===== config.mk =====
export PLATFORM = sky130hd
export DESIGN_NAME = fir_seq_accel
export DESIGN_NICKNAME = d
export VERILOG_FILES = /design/src/rtl/fir_accel_pkg.sv /design/src/rtl/fir_mac_core.sv /design/src/rtl/fir_axil_regs.sv /design/src/rtl/fir_seq_accel.sv
export SDC_FILE = /design/constraint.sdc
export NUM_CORES = 2
export LEC_CHECK = 0
export BUFFER_PORTS_ARGS = -buffer_cell sky130_fd_sc_hd__buf_2
export CAP_MARGIN = 40
export CORE_MARGIN = 1.5
export CORE_UTILIZATION = 55
export CTS_BUF_LIST = sky130_fd_sc_hd__clkbuf_8
export DETAILED_ROUTE_END_ITERATION = 6
export GPL_TIMING_DRIVEN = 0
export PLACE_DENSITY = 0.68
export SLEW_MARGIN = 25
export SYNTH_ARGS = -nofsm -noshare
export SYNTH_HDL_FRONTEND = slang
export SYNTH_HIERARCHICAL = 1
export SYNTH_SLANG_ARGS = --single-unit

===== constraint.sdc =====
create_clock -name aclk -period 24.4 [get_ports aclk]
set_input_delay 4.88 -clock aclk [delete_from_list [all_inputs] [get_ports aclk]]
set_output_delay 4.88 -clock aclk [all_outputs]
set_load 0.01 [all_outputs]

===== src/rtl/fir_accel_pkg.sv =====
package fir_accel_pkg;

    localparam int TAPS   = 59;
    localparam int SMP_W  = 16;
    localparam int ACC_W  = 38;
    localparam int FRAC   = 15;
    localparam int BUS_DW = 32;

    localparam logic [4:0] OFF_CTRL = 5'h00;
    localparam logic [4:0] OFF_GIE  = 5'h04;
    localparam logic [4:0] OFF_IER  = 5'h08;
    localparam logic [4:0] OFF_ISR  = 5'h0C;
    localparam logic [4:0] OFF_XIN  = 5'h10;
    localparam logic [4:0] OFF_YOUT = 5'h18;
    localparam logic [4:0] OFF_YVLD = 5'h1C;

    typedef enum logic [1:0] {
        ST_IDLE = 2'd0,
        ST_RUN  = 2'd1,
        ST_FIN  = 2'd2
    } mac_state_e;

    // Fixed coefficient set: tap 0 at full negative scale, the rest from a
    // modular sequence spread over roughly +/-10000.
    function automatic logic signed [15:0] coef_at(input int k);
        int v;
        if (k == 0) v = -32768;
        else        v = ((k * 2731 + 517) % 20011) - 10005;
        return v[15:0];
    endfunction

endpackage


===== src/rtl/fir_mac_core.sv =====
module fir_mac_core
    import fir_accel_pkg::*;
#(
    parameter int N_TAPS = TAPS,
    parameter int DW     = SMP_W,
    parameter int ACCW   = ACC_W,
    parameter int SHIFT  = FRAC
) (
    input  logic          clk,
    input  logic          rst_n,
    input  logic          start_i,
    input  logic [DW-1:0] sample_i,
    output logic          idle_o,
    output logic          done_o,
    output logic [DW-1:0] result_o
);

    localparam int IW = $clog2(N_TAPS);
    localparam logic [IW-1:0] LAST = IW'(N_TAPS - 1);
    localparam logic signed [ACCW-1:0] YMAX = ACCW'((64'sd1 <<< (DW - 1)) - 1);
    localparam logic signed [ACCW-1:0] YMIN = -YMAX - 1;

    typedef struct packed {
        mac_state_e                  st;
        logic [IW-1:0]               idx;
        logic signed [ACCW-1:0]      acc;
        logic [N_TAPS-1:0][DW-1:0]   line;
    } mac_t;

    mac_t q, d;
    logic signed [ACCW-1:0] tap_x, tap_c, prod, scaled;

    always_comb begin
        d     = q;
        tap_x = ACCW'($signed(q.line[q.idx]));
        tap_c = ACCW'(coef_at(int'(q.idx)));
        prod  = tap_x * tap_c;
        case (q.st)
            ST_IDLE: begin
                if (start_i) begin
                    d.line = {q.line[N_TAPS-2:0], sample_i};
                    d.acc  = '0;
                    d.idx  = '0;
                    d.st   = ST_RUN;
                end
            end
            ST_RUN: begin
                d.acc = q.acc + prod;
                if (q.idx == LAST) d.st  = ST_FIN;
                else               d.idx = q.idx + 1'b1;
            end
            default: d.st = ST_IDLE;
        endcase

        scaled = q.acc >>> SHIFT;
        if (scaled > YMAX)      result_o = YMAX[DW-1:0];
        else if (scaled < YMIN) result_o = YMIN[DW-1:0];
        else                    result_o = scaled[DW-1:0];
    end

    always_ff @(posedge clk) begin
        if (!rst_n) q <= '0;
        else        q <= d;
    end

    assign idle_o = (q.st == ST_IDLE);
    assign done_o = (q.st == ST_FIN);

    // the last tap is followed directly by completion
    p_done_after_last_r4: assert property (@(posedge clk) disable iff (!rst_n)
        (q.st == ST_RUN && q.idx == LAST) |=> done_o);

    // taps are visited in order, one per clock
    p_idx_step_r3: assert property (@(posedge clk) disable iff (!rst_n)
        (q.st == ST_RUN && q.idx != LAST) |=> (q.st == ST_RUN && q.idx == $past(q.idx) + 1'b1));

    // a start during a run does not disturb the delay line
    p_busy_start_ignored_r7: assert property (@(posedge clk) disable iff (!rst_n)
        (start_i && !idle_o) |=> $stable(q.line));

    // completion returns the engine to idle
    p_done_then_idle_r8: assert property (@(posedge clk) disable iff (!rst_n)
        done_o |=> idle_o);

endmodule


===== src/rtl/fir_axil_regs.sv =====
module fir_axil_regs
    import fir_accel_pkg::*;
#(
    parameter int DW = BUS_DW,
    parameter int SW = SMP_W
) (
    input  logic          clk,
    input  logic          rst_n,
    input  logic [4:0]    awaddr,
    input  logic          awvalid,
    output logic          awready,
    input  logic [DW-1:0] wdata,
    input  logic [DW/8-1:0] wstrb,
    input  logic          wvalid,
    output logic          wready,
    output logic [1:0]    bresp,
    output logic          bvalid,
    input  logic          bready,
    input  logic [4:0]    araddr,
    input  logic          arvalid,
    output logic          arready,
    output logic [DW-1:0] rdata,
    output logic [1:0]    rresp,
    output logic          rvalid,
    input  logic          rready,
    output logic          irq_o,
    output logic          start_o,
    output logic [SW-1:0] sample_o,
    input  logic          idle_i,
    input  logic          done_i,
    input  logic [SW-1:0] result_i
);

    typedef struct packed {
        logic          bvalid;
        logic          rvalid;
        logic [DW-1:0] rdata;
        logic          gie;
        logic          ier;
        logic          isr;
        logic          done;
        logic          yvld;
        logic [SW-1:0] xin;
        logic [SW-1:0] yout;
    } reg_t;

    reg_t q, d;
    logic wr, rd;

    always_comb begin
        d       = q;
        wr      = awvalid && wvalid && !q.bvalid;
        rd      = arvalid && !q.rvalid;
        start_o = wr && (awaddr == OFF_CTRL) && wstrb[0] && wdata[0] && idle_i;

        if (q.bvalid && bready) d.bvalid = 1'b0;
        if (wr) begin
            d.bvalid = 1'b1;
            case (awaddr)
                OFF_GIE: if (wstrb[0]) d.gie = wdata[0];
                OFF_IER: if (wstrb[0]) d.ier = wdata[0];
                OFF_ISR: if (wstrb[0] && wdata[0]) d.isr = 1'b0;
                OFF_XIN: begin
                    for (int b = 0; b < SW / 8; b++)
                        if (wstrb[b]) d.xin[8*b +: 8] = wdata[8*b +: 8];
                end
                default: ;
            endcase
        end

        if (q.rvalid && rready) d.rvalid = 1'b0;
        if (rd) begin
            d.rvalid = 1'b1;
            case (araddr)
                OFF_CTRL: begin
                    d.rdata = {{(DW-3){1'b0}}, idle_i, q.done, !idle_i};
                    d.done  = 1'b0;
                end
                OFF_GIE:  d.rdata = {{(DW-1){1'b0}}, q.gie};
                OFF_IER:  d.rdata = {{(DW-1){1'b0}}, q.ier};
                OFF_ISR:  d.rdata = {{(DW-1){1'b0}}, q.isr};
                OFF_XIN:  d.rdata = {{(DW-SW){1'b0}}, q.xin};
                OFF_YOUT: d.rdata = DW'($signed(q.yout));
                OFF_YVLD: begin
                    d.rdata = {{(DW-1){1'b0}}, q.yvld};
                    d.yvld  = 1'b0;
                end
                default:  d.rdata = '0;
            endcase
        end

        // completion outranks a same-cycle clear
        if (done_i) begin
            d.done = 1'b1;
            d.yvld = 1'b1;
            d.isr  = 1'b1;
            d.yout = result_i;
        end
    end

    always_ff @(posedge clk) begin
        if (!rst_n) q <= '0;
        else        q <= d;
    end

    assign awready  = awvalid && wvalid && !q.bvalid;
    assign wready   = awready;
    assign bvalid   = q.bvalid;
    assign bresp    = 2'b00;
    assign arready  = !q.rvalid;
    assign rvalid   = q.rvalid;
    assign rdata    = q.rdata;
    assign rresp    = 2'b00;
    assign sample_o = q.xin;
    assign irq_o    = q.gie && q.ier && q.isr;

    // responses hold until taken
    p_bresp_hold_r2: assert property (@(posedge clk) disable iff (!rst_n)
        (bvalid && !bready) |=> bvalid);
    p_rdata_hold_r2: assert property (@(posedge clk) disable iff (!rst_n)
        (rvalid && !rready) |=> (rvalid && $stable(rdata)));

    // status only rises on a completion from the engine
    p_isr_source_r10: assert property (@(posedge clk) disable iff (!rst_n)
        $rose(q.isr) |-> $past(done_i));

    // the valid flag only rises on a completion
    p_valid_source_r9: assert property (@(posedge clk) disable iff (!rst_n)
        $rose(q.yvld) |-> $past(done_i));

endmodule


===== src/rtl/fir_seq_accel.sv =====
module fir_seq_accel
    import fir_accel_pkg::*;
(
    input  logic        aclk,
    input  logic        aresetn,
    input  logic [4:0]  s_awaddr,
    input  logic        s_awvalid,
    output logic        s_awready,
    input  logic [31:0] s_wdata,
    input  logic [3:0]  s_wstrb,
    input  logic        s_wvalid,
    output logic        s_wready,
    output logic [1:0]  s_bresp,
    output logic        s_bvalid,
    input  logic        s_bready,
    input  logic [4:0]  s_araddr,
    input  logic        s_arvalid,
    output logic        s_arready,
    output logic [31:0] s_rdata,
    output logic [1:0]  s_rresp,
    output logic        s_rvalid,
    input  logic        s_rready,
    output logic        irq
);

    logic             start_w, idle_w, done_w;
    logic [SMP_W-1:0] sample_w, result_w;

    fir_axil_regs #(.DW(BUS_DW), .SW(SMP_W)) u_regs (
        .clk      (aclk),
        .rst_n    (aresetn),
        .awaddr   (s_awaddr),
        .awvalid  (s_awvalid),
        .awready  (s_awready),
        .wdata    (s_wdata),
        .wstrb    (s_wstrb),
        .wvalid   (s_wvalid),
        .wready   (s_wready),
        .bresp    (s_bresp),
        .bvalid   (s_bvalid),
        .bready   (s_bready),
        .araddr   (s_araddr),
        .arvalid  (s_arvalid),
        .arready  (s_arready),
        .rdata    (s_rdata),
        .rresp    (s_rresp),
        .rvalid   (s_rvalid),
        .rready   (s_rready),
        .irq_o    (irq),
        .start_o  (start_w),
        .sample_o (sample_w),
        .idle_i   (idle_w),
        .done_i   (done_w),
        .result_i (result_w)
    );

    fir_mac_core #(.N_TAPS(TAPS), .DW(SMP_W), .ACCW(ACC_W), .SHIFT(FRAC)) u_mac (
        .clk      (aclk),
        .rst_n    (aresetn),
        .start_i  (start_w),
        .sample_i (sample_w),
        .idle_o   (idle_w),
        .done_o   (done_w),
        .result_o (result_w)
    );

endmodule


# Word-level counts from Yosys, hierarchy flattened
# Index checks and enable logic that the tools add are counted.
# op_classes
n_div	1
addsub	4
n_bitwise	0
n_eq_ne	16
reduce_logical	39
order_cmp	3
multipliers	2
mux	22
shifts	0
# ops
cell	count
$mux 990	1
$pmux 32 s7	1
$bmux 16 s6	1
$pmux 44 s2	1
$mux 16	4
$add 38x32->38	1
$mux 33	1
$add 32x11->32 const B	1
$mod 32x16->32 const B	1
$mul 16x16->32	1
$gt 23x16->1 const B	1
$lt 23x16->1 const B	1
$eq 5x4->1 const B	4
$eq 5x5->1 const B	4
$mul 6x12->18 const B	1
$reduce_and 3->1	6
$reduce_bool 2->1	9
$sub 16x15->16 const B	1
$logic_and 1x1->1	12
$eq 5x3->1 const B	2
$logic_not 5->1	2
$reduce_and 2->1	5
$mux 1	8
$lt 6x7->1 const B	1
13 further kinds	17
# totals
register_bits	1061
wordCells	160
mem_bits_rw	0
mem_bits_ro	0
input_bits	53
output_inout_bits	42
latchBits	0
mem_count	0

# Depth between registers and ports, before layout
# depth
ltp_word	8
mapped_depth	92

# Modules after synthesis
# The synthesis kept the hierarchy.
# modules_own_cells
mod	seq_area_each_um2	cells_each	area_each_um2	n_inst
fir_mac_core	19819.0	6901	61111.1	1
fir_axil_regs	1121.1	293	2723.9	1

# Worst setup path after synthesis
# OpenSTA, ideal clock, no wires.
# synth_timing
path_kind	reg2reg
from	reg u_mac/q[982] (netlist name)
to	reg u_mac/q[981] (netlist name)
setup_slack_ns	4.702
synth_period_minus_slack_ns	19.698
required_ns	24.278
stages_incl_launch_ff	84
setup_time_ns	0.122
arrival_ns	19.576
path_buffers	12
path_cell_list	dfxtp_1 -> buf_1 -> clkbuf_1 -> clkbuf_1 -> buf_1 -> clkbuf_1 -> clkbuf_1 -> inv_1 -> fa_1 -> inv_1 -> ha_1 -> buf_2 -> nand4_1 -> a211oi_1 -> or4_1 -> o211ai_2 -> or2_4 -> or4_1 -> (+48 left out) -> a21oi_1 -> o21bai_1 -> a21oi_1 -> o21bai_1 -> a21oi_1 -> o21bai_1 -> a21oi_1 -> o21bai_1 -> a21oi_1 -> o21ai_0 -> a41oi_1 -> a2111oi_0 -> o31a_1 -> a21o_1 -> a21oi_1 -> xnor3_1 -> nand2_1 -> a21boi_0
# synth_between
elab_chain_len	8
elab_cells_between_ends	11
# synth_rtl
element	line	rtl
start, declared	fir_mac_core.sv:30	mac_t q, d;
start signal, assigned	fir_mac_core.sv:62	if (!rst_n) q <= '0;
start signal, assigned	fir_mac_core.sv:63	else q <= d;
$mul 6x12->18	fir_accel_pkg.sv:28	else v = ((k * 2731 + 517) % 20011) - 10005;
$add 32x11->32	fir_accel_pkg.sv:28	
$mod 32x16->32	fir_accel_pkg.sv:28	
$sub 16x15->16	fir_accel_pkg.sv:28	
$mux 16	fir_accel_pkg.sv:27	if (k == 0) v = -32768;
$mul 16x16->32 (*)	fir_mac_core.sv:37	prod = tap_x * tap_c;
$add 38x32->38 (*)	fir_mac_core.sv:48	d.acc = q.acc + prod;
$pmux 44 s2 (*)	fir_mac_core.sv:38	case (q.st)
# Mark *: on every way between the ends. The rest lies on a longest branch, timed or not. The select of a mux whose other input is x is not followed.
# A chain may end at the register's enable or synchronous reset.

# Worst setup path after layout
# layout_timing
from	reg u_mac/q[983] (netlist name)
to	reg u_mac/q[981] (netlist name)
# Same word-level chain as after synthesis.

==> results.md <==
## Outcome
- result of the run: finished, final reports clean

## Setup path
- startpoint type of the worst setup path: register
- critical path class: register to register
- most repeated library cell on the critical path: a21oi_1
- critical path capture point type: register
- Data required, critical path: 25.12 ns
- maximum fanout along the worst path: 12
- r2r worst-path depth: 83
- Worst Path Arrival: 23.46 ns
- CP peak stage delay: 0.64 ns
- Max stage delay cell, worst path: fa_1

## Synth
- post-synth cell types: 119
- area of the mapped netlist: 0.0638 mm2
- Yosys Warn Count: 6
- number of instances in the synthesized netlist: 7194
- post-synthesis average cell area: 8.87 um2
- Most used DFF post-synth: dfxtp_1
- share of the yosys chip area belonging to registers: 32.8%
- Synth async-reset ratio: 0%
- EDFF count, synth: 0
- Yosys reg bits: 1046

## Drt
- number of design-rule violations left by the first detailed-router iteration: 4330
- drt via density: 5.78
- count of TritonRoute iterations in the first routing pass: 5
- number of nets still failing antenna checks after routing: 0
- DRC violations left: 0
- wire length reported by the detailed router: 188000 um
- via total after detailed routing: 52700
- average routed wire per standard cell: 20.6 um

## Die
- Die Outline Area: 0.118 mm2
- number of placement rows: 124
- count of pins on the block boundary: 95
- core box area: 0.115 mm2
- initial cell density of the core: 55.7%
- chip width: 344 um
- Die Ht: 344 um

## Timing
- unrepaired setup endpoints after global routing: false
- achievable clock frequency: 0.0440 GHz
- setup violators final: 0
- Tmin final: 22.74 ns
- Worst Hold Slack: 0.455 ns
- skew final: 0.0350 ns
- share of the clock period used by the worst path after layout: 93.2%
- Final Hold Vio Count: 0
- Worst Setup Slack, final: 1.66 ns
- Final Max Slew Viols: 0
- slew margin rel.: 41.4%
- worst-margin pin slew: 0.870 ns

## GRT
- initial antenna violation count: 7
- overflow left after global routing: 0
- global routing usage summed across all routing layers: 31.8%
- vias in the first global route: 51200
- wire length of the first global-routing pass: 292000 um
- maximum number of pins on one net before global-route repair: 18

## CTS
- clock tree from TritonCTS: built
- clk buf depth: 3
- total of hold buffers inserted after clock tree synthesis: 0
- TritonCTS sink count: 1046
- clock latency at the later pin of the worst-skew pair: 0.85 ns
- clock-pin slew of the registers on the worst-case setup and hold paths: 0.06 ns
- H-Tree Depth: 4
- library cell used as clock root buffer: clkbuf_8
- number of buffers added by the clock tree synthesis step: 165

## Power and ir drop
- worst vdd ir: 0.0529 mV
- Power Density: 46.1 mW/mm2
- Lkg Pwr: 25.7 nW

## Placed design
- setup slack after placement: 0.634 ns
- routability cong.: 0.944
- total placed instance area: 0.0667 mm2
- placed instance count: 8824
- half-perimeter wire length after detailed placement: 148000 um
- quantity of I/O buffers inserted on ports: 71

## Finish
- layout-stage area growth over the synthesis result: 9.52%
- final standard cell area without fillers: 0.0699 mm2
- share of post-route cells with drive strength above 1: 11.3%
- post-route non-filler standard cell count: 9118
- post-layout net count: 8038
- final core area utilization: 61.0%
- most frequent standard cell in the layout excluding fill and tap cells: nand2_1
- total of fill cells in the finished design: 10100
- most frequent cells in the layout: nand2_1, dfxtp_1, a21boi_0, inv_1, clkbuf_1

## Worst hold path
- Hold WC Path Type: register to register
- Hold Path Cell Cnt: 2

## Run
- number of violations of the max-capacitance limit: 0

## final timing paths
path,start,endpoint,slack (ns)
hold reg to reg,u_regs/rdata[5],u_regs/rdata[5],0.45
hold / removal,u_regs/rdata[5],u_regs/rdata[5],0.45
setup / recovery,u_mac/q[983],u_mac/q[981],1.66
setup reg to reg,u_mac/q[983],u_mac/q[981],1.66
## logic make-up after synthesis
kind of cell / Yosys count / synth area share (%)
buffers and inverters: 963 / 6.13
adders and majority gates: 499 / 13.7
and+or+nand+nor: 2756 / 17.8
muxes: 346 / 10.8
other: 1 / 0.00587
xor gates and xnor gates: 134 / 1.97
AOI/OAI and AO/OA: 1449 / 16.7
DFF: 1046 / 32.8
## stage by stage
stage               power (mW)  setup TNS [ns]
global placement          1.82           -4.78
floorplan                 1.79               0
global route              3.32               0
finish                    3.23               0
CTS                       3.25               0
detailed placement        1.82               0
## cells in the mapped netlist, drive strengths merged (8+ instances only)
library cell / number / area, um2
nand2: 2124 / 7970
dfxtp: 1046 / 20900
a21boi: 956 / 7180
clkbuf: 422 / 1590
inv: 412 / 1550
fa: 331 / 6630
mux4: 274 / 6170
nor2: 228 / 856
ha: 167 / 2090
o21ai: 132 / 668
buf: 127 / 766
xnor2: 93 / 860
nand3: 87 / 435
a21oi: 71 / 374
nor3: 65 / 360
and2: 52 / 325
mux2i: 50 / 504
xor2: 40 / 373
or3: 35 / 224
o211ai: 32 / 264
nand2b: 30 / 188
a211oi: 26 / 238
and3: 26 / 163
o21a: 25 / 188
a31oi: 22 / 174
mux2: 22 / 248
o21bai: 22 / 165
a21o: 17 / 128
nand4: 17 / 119
or2: 16 / 103
a22oi: 15 / 113
o22ai: 15 / 93.8
nor2b: 14 / 87.6
a221o: 13 / 130
nand3b: 11 / 82.6
nor4: 11 / 105
o31ai: 11 / 116
nor3b: 9 / 83.8
o311ai: 9 / 78.8
or4: 8 / 67.6
## sequential cells by signal (all words and copies together) (netlist names)
register         flops
u_regs/sample_o     16
u_regs/rdata        17
u_regs/rvalid        1
u_regs/bvalid        1
u_mac/q            990
u_regs/q            21
## per-layer routing
layer | global-route usage [%] | vias up | share of wire (%)
met5 | 0 | - | 0.014
met1 | 41.0 | 25800 | 41
li1 | - | 24600 | -
met3 | 5.72 | 404 | 7.1
met2 | 52.2 | 1813 | 47
met4 | 14.1 | 4 | 4.5
## power breakdown
| part | total [mW] | switching [mW] | internal, mW |
|---|---|---|---|
| registers | 1.71 | 0.000259 | 1.71 |
| clock network | 1.44 | 0.700 | 0.745 |
| logic | 0.0721 | 0.0426 | 0.0295 |
| total | 3.23 | 0.743 | 2.48 |
## timing repair
| action | CTS | global route |
|---|---|---|
| resized for setup | 0 | 9 |
| setup buffers | 0 | 0 |
| setup endpoints to repair | 0 | 3 |
## critical path: cells and delay by family, from the launching register on
kind / cells / cell delay [ns]
simple gates: 10 / 2.98
fa+ha+maj: 13 / 4.83
xor+xnor: 3 / 0.79
mux: 1 / 0.42
buf+inv: 16 / 3.66
flops: 1 / 0.57
compound gates: 40 / 9.25
## final cells by class
type | instances | area (um2) | share of cell area, %
Antenna cell | 4 | 10.0 | 0.0143
Buffer | 549 | 2400 | 3.43
Multi-Input combinational cell | 5188 | 39000 | 55.8
Clock inverter | 83 | 403 | 0.576
Tap cell | 1512 | 1890 | 2.71
Timing Repair Buffer | 123 | 928 | 1.33
Clock buffer | 199 | 2740 | 3.92
Sequential cell | 1046 | 20900 | 30.0
Inverter | 414 | 1550 | 2.22
Power figures use the tool's default switching activity.
